### src/rtl/ling_pkg.sv
package ling_pkg;

  // Generate/propagate pair carried through the pseudo-carry prefix networks.
  typedef struct packed {
    logic g;
    logic p;
  } gp_t;

  // Combine an upper span with the adjacent lower span.
  function automatic gp_t gp_merge(input gp_t hi, input gp_t lo);
    gp_t r;
    r.g = hi.g | (hi.p & lo.g);
    r.p = hi.p & lo.p;
    return r;
  endfunction

endpackage

### src/rtl/ling_leaf.sv
module ling_leaf
  import ling_pkg::*;
#(
  parameter int W = 64
) (
  input  logic [W-1:0] a,
  input  logic [W-1:0] b,
  input  logic         cin,
  output gp_t  [W-1:0] leaf,
  output logic [W-1:0] prop,
  output logic [W-1:0] half
);

  // Leaf i holds g_i together with the propagate of the bit below (p_(i-1)).
  // The carry-in is folded into the generate of bit 0.
  always_comb begin
    prop = a | b;
    half = a ^ b;
    for (int i = 0; i < W; i++) begin
      leaf[i].g = a[i] & b[i];
      leaf[i].p = (i == 0) ? 1'b1 : prop[i-1];
    end
    leaf[0].g = (a[0] & b[0]) | cin;
  end

endmodule

### src/rtl/ling_prefix.sv
module ling_prefix
  import ling_pkg::*;
#(
  parameter int W     = 16,
  parameter bit MIXED = 1'b1
) (
  input  gp_t [W-1:0] din,
  output gp_t [W-1:0] dout
);

  generate
    if (MIXED) begin : g_radix4
      // Base-4 tree. At each level, element k of a quad takes k+1 inputs,
      // so the cells have two, three or four inputs.
      localparam int LV = ($clog2(W) + 1) / 2;
      gp_t [W-1:0] st [0:LV];

      always_comb begin
        st[0] = din;
        for (int l = 0; l < LV; l++) begin
          for (int i = 0; i < W; i++) begin
            int  sub;
            int  k;
            int  base;
            gp_t acc;
            sub  = 1 << (2 * l);
            k    = (i >> (2 * l)) & 3;
            base = (i >> (2 * l + 2)) << (2 * l + 2);
            acc  = st[l][i];
            for (int m = 1; m < 4; m++) begin
              if (m <= k) acc = gp_merge(acc, st[l][base + (k - m + 1) * sub - 1]);
            end
            st[l+1][i] = acc;
          end
        end
        dout = st[LV];
      end
    end else begin : g_radix2
      // Divide-and-conquer tree built from two-input cells only.
      localparam int LV = $clog2(W);
      gp_t [W-1:0] st [0:LV];

      always_comb begin
        st[0] = din;
        for (int l = 0; l < LV; l++) begin
          for (int i = 0; i < W; i++) begin
            if (((i >> l) & 1) == 1)
              st[l+1][i] = gp_merge(st[l][i], st[l][((i >> l) << l) - 1]);
            else
              st[l+1][i] = st[l][i];
          end
        end
        dout = st[LV];
      end
    end
  endgenerate

endmodule

### src/rtl/ling_add64.sv
module ling_add64
  import ling_pkg::*;
#(
  parameter int WIDTH = 64,
  parameter int BLK   = 16,
  parameter bit MIXED = 1'b1
) (
  input  logic             clk,
  input  logic             rst_n,
  input  logic             in_vld,
  input  logic [WIDTH-1:0] a,
  input  logic [WIDTH-1:0] b,
  input  logic             cin,
  output logic             out_vld,
  output logic [WIDTH-1:0] sum,
  output logic             cout
);

  localparam int NBLK = WIDTH / BLK;

  gp_t  [WIDTH-1:0] leaf;
  gp_t  [WIDTH-1:0] loc;
  gp_t  [NBLK-1:0]  tot;
  gp_t  [NBLK-1:0]  tot_pre;
  logic [WIDTH-1:0] prop;
  logic [WIDTH-1:0] half;
  logic [WIDTH-1:0] h;
  logic [WIDTH-1:0] carry;
  logic [WIDTH-1:0] sum_d;
  logic             cout_d;

  // Pre-processing: per-bit generate, propagate and half-sum.
  ling_leaf #(.W(WIDTH)) u_leaf (
    .a(a), .b(b), .cin(cin), .leaf(leaf), .prop(prop), .half(half)
  );

  // Level 1: one pseudo-carry prefix network per group.
  genvar gb;
  generate
    for (gb = 0; gb < NBLK; gb++) begin : g_grp
      ling_prefix #(.W(BLK), .MIXED(MIXED)) u_grp (
        .din (leaf[gb*BLK +: BLK]),
        .dout(loc[gb*BLK +: BLK])
      );
      assign tot[gb] = loc[gb*BLK + BLK - 1];
    end
  endgenerate

  // Level 2: merge the group totals.
  ling_prefix #(.W(NBLK), .MIXED(MIXED)) u_top (
    .din (tot),
    .dout(tot_pre)
  );

  // Fold the pseudo-carry of the group below into every bit of a group.
  genvar gi;
  generate
    for (gi = 0; gi < WIDTH; gi++) begin : g_fold
      if (gi < BLK) begin : g_first
        assign h[gi] = loc[gi].g;
      end else begin : g_rest
        assign h[gi] = loc[gi].g | (loc[gi].p & tot_pre[gi/BLK - 1].g);
      end
    end
  endgenerate

  // Post-processing: the propagate factor is applied only here.
  always_comb begin
    carry[0] = cin;
    for (int i = 1; i < WIDTH; i++) carry[i] = prop[i-1] & h[i-1];
    sum_d  = half ^ carry;
    cout_d = prop[WIDTH-1] & h[WIDTH-1];
  end

  // Output register stage: next-state logic, then the register.
  logic             vld_n;
  logic [WIDTH-1:0] sum_n;
  logic             cout_n;

  always_comb begin
    vld_n  = in_vld;
    sum_n  = sum;
    cout_n = cout;
    if (in_vld) begin
      sum_n  = sum_d;
      cout_n = cout_d;
    end
  end

  always_ff @(posedge clk or negedge rst_n) begin
    if (!rst_n) begin
      out_vld <= 1'b0;
      sum     <= '0;
      cout    <= 1'b0;
    end else begin
      out_vld <= vld_n;
      sum     <= sum_n;
      cout    <= cout_n;
    end
  end

  // Assertions
  p_sum_value_r1: assert property (@(posedge clk) disable iff (!rst_n)
    in_vld |=> ({cout, sum} == $past({1'b0, a} + {1'b0, b} + {{WIDTH{1'b0}}, cin})));

  p_bit0_cin_r3: assert property (@(posedge clk) disable iff (!rst_n)
    in_vld |=> (sum[0] == $past(a[0] ^ b[0] ^ cin)));

  p_ripple_all_r4: assert property (@(posedge clk) disable iff (!rst_n)
    (in_vld && (&a) && (b == '0)) |=> (cout == $past(cin)));

  p_vld_set_r7: assert property (@(posedge clk) disable iff (!rst_n)
    in_vld |=> out_vld);

  p_vld_clr_r7: assert property (@(posedge clk) disable iff (!rst_n)
    !in_vld |=> !out_vld);

  p_hold_r8: assert property (@(posedge clk) disable iff (!rst_n)
    !in_vld |=> ($stable(sum) && $stable(cout)));

endmodule

### config.mk
export PLATFORM = sky130hd
export DESIGN_NAME = ling_add64
export DESIGN_NICKNAME = d
export VERILOG_FILES = /design/src/rtl/ling_pkg.sv /design/src/rtl/ling_leaf.sv /design/src/rtl/ling_prefix.sv /design/src/rtl/ling_add64.sv
export SDC_FILE = /design/constraint.sdc
export NUM_CORES = 1
export LEC_CHECK = 0
export BUFFER_PORTS_ARGS = -buffer_cell sky130_fd_sc_hd__buf_2
export CORE_ASPECT_RATIO = 0.6
export CORE_MARGIN = 10
export CORE_UTILIZATION = 40
export DETAILED_ROUTE_END_ITERATION = 7
export GPL_TIMING_DRIVEN = 0
export PLACE_DENSITY_LB_ADDON = 0.12
export REMOVE_ABC_BUFFERS = 1
export SLEW_MARGIN = 20
export SYNTH_ARGS = -nofsm -noshare
export SYNTH_HDL_FRONTEND = slang
export SYNTH_HIERARCHICAL = 1
export SYNTH_SLANG_ARGS = --single-unit
export TNS_END_PERCENT = 5
### constraint.sdc
create_clock -name clk -period 0.8 [get_ports clk]
set_input_delay 0.16 -clock clk [delete_from_list [all_inputs] [get_ports clk]]
set_output_delay 0.16 -clock clk [all_outputs]
set_load 0.01 [all_outputs]
==> out/qor.yml <==
status:
  status: "complete, but fails checks"
  violations: "negative hold slack, negative setup slack"
layout:
  finalNetCount: 1517
  area_growth_pct: 24.0
  antenna_cells: 0
  drive_above_1_share: 0.317
  fillers: 2000
  design_area_um2: 10400
power_and_ir_drop:
  powerDensity_nw_per_um2: 1520
  ir_drop_mv: 1.09
  power_uw: 15800
  leakage_uw: 0.00567
critical_path:
  crit_type: "in2reg"
  reg2reg_depth: 2
  crit_path_end_kind: "register"
  cp_data_arrival_time_ps: 2460
  max_stage_delay_ps: 320
  critical_path.max_fanout: 8
  critPathTopFamily: "compound AO/OA/AOI/OAI gates"
  path_cells: "buf_8, ha_4, or2_4, a21oi_4, o21ai_4, a211oi_4, a211oi_4, buf_6, a21o_4, a21o_4, a21oi_1, or3_1, a31oi_1"
  rrSetupSlack_ps: 90
  worst_ep_required_time_ps: 1020
  path_buf_inv: 2
  crit_path_start_kind: "input pin"
  critPathSlowestCell: "a211oi_4"
  cp.depth: 13
timing:
  fmax_ghz: 0.446
  min_period_ps: 2240
  setup_viol: 130
  slew_violations: 0
  fin_setup_tns_ps: -86870
  worst_slack_ps: -1440
  final.setup_skew_ps: 0
  hold_ws_ps: -223
  tightest_slew_ps: 507
  fin_crit_sh: 2.80
  relSlewSlack: 0.662
  grt_setup_unrepaired: "yes"
  hold_viol_final: 32
clock_tree:
  cts_buffer_depth: 2
  htreeDepth: 3
  cts_tree: "yes"
  cts_root_buffer: "clkbuf_16"
  cts_buffers: 9
  cts_sinks: 66
  clock_latency_ps: 350
  clk_pin_slew_worst_paths_ps: 60
floorplan:
  core_um2: 20300
  row_count: 40
  chipWidth_um: 207
  die_h_um: 132
  start_util: 0.413
  ios: 198
  dieArea_um2: 27300
global_routing:
  grt.busiest_layer: "met1"
  grt_pass1_wl_mm: 38.0
  grt_use_met1: 0.248
  gr-usage-all-layers: 0.170
  grtUsageMet3: 0.0452
  grt_use_met2: 0.246
  grt_max_degree: 70
  overflow: 0
  grt_antenna_before_repair: 0
  grt_pass1_vias: 7215
synth:
  synthCells: 1103
  syn_avg_cell_area_um2: 7.59
  yosysWarnings: 6
  syn-cell-area_um2: 8370
route:
  vias: 7295
  drt_iter0_drc: 284
  drc: 0
  dr.pass1.iters: 5
  wirelength_mm: 23.6
  vias_per_cell: 4.75
  ant_nets: 0
  post_drt_wl_per_cell_um: 15.3
placed_design:
  dpl-instance-area_um2: 9110
  portBuffers: 197
  hpwlAfterDp_mm: 18.2
  dp_slack_ps: -3050
  gp_congestion: 0.833
min_path:
  min_path_type: "in2async"
run:
  drv_cap: 0
placed cells by master, fill, tap and decap left out, drive strengths merged, types with 8 or more instances in the layout:
| cell | n |
|---|---|
| clkbuf | 12 |
| or3 | 51 |
| a21oi | 97 |
| a211oi | 16 |
| inv | 263 |
| ha | 128 |
| a21o | 19 |
| and4 | 8 |
| and3 | 19 |
| xor2 | 16 |
| o21ai | 71 |
| nor2 | 83 |
| buf | 233 |
| a31oi | 47 |
| and2 | 22 |
| dfrtp | 66 |
| nand2 | 47 |
| o31ai | 8 |
sequential cells by signal (all words and copies together), names as in the netlist:
| signal | flops |
|---|---|
| cout | 1 |
| out_vld | 1 |
| sum | 64 |
area by class of cell:
type,instances,area [um^2],share of cell area
Clock buffer,12,256,0.0247
Clock inverter,4,97.6,0.00940
Inverter,263,995,0.0958
Multi-Input combinational cell,684,5430,0.523
Sequential cell,66,1650,0.159
Tap cell,273,342,0.0329
Timing Repair Buffer,233,1610,0.155
report_power, final:
part           leakage, uW  internal, uW  switching, uW
clock             0.000169          3220           1690
sequential        0.000747          3920            404
combinational      0.00475          3050           3540
total              0.00567         10200           5630
metal layers:
layer  up-vias  share of wire
met3        11          0.059
met2       143           0.42
met1      3291           0.51
met4         0         0.0067
met5         -              0
li1       3850              -
path summary, 6_finish.rpt:
kind | start | to
worst max-delay path | a[0] | sum[50]
worst max register to register | sum[45] | sum[45]
worst min register to register | sum[2] | sum[2]
worst min-delay path | rst_n | sum[2]
min in group clk | cin | sum[0]
max in group asynchronous | rst_n | sum[39]
metrics by stage:
step	utilization	instances
2_1_floorplan	-	1012
3_3_place_gp	0.445	1482
3_5_place_dp	0.449	1485
4_1_cts	0.492	1527
5_1_grt	0.512	1535
6_report	0.512	1535
repair_timing:
item                                    in CTS  in global routing
resized for setup                           72                 84
cloned                                       1                  0
hold endpoints to repair                    32                 32
pin swaps                                   39                 44
endpoints found under the setup margin     129                130
setup buffers                               25                  8
Note: power is estimated with default switching activity, not from simulation.
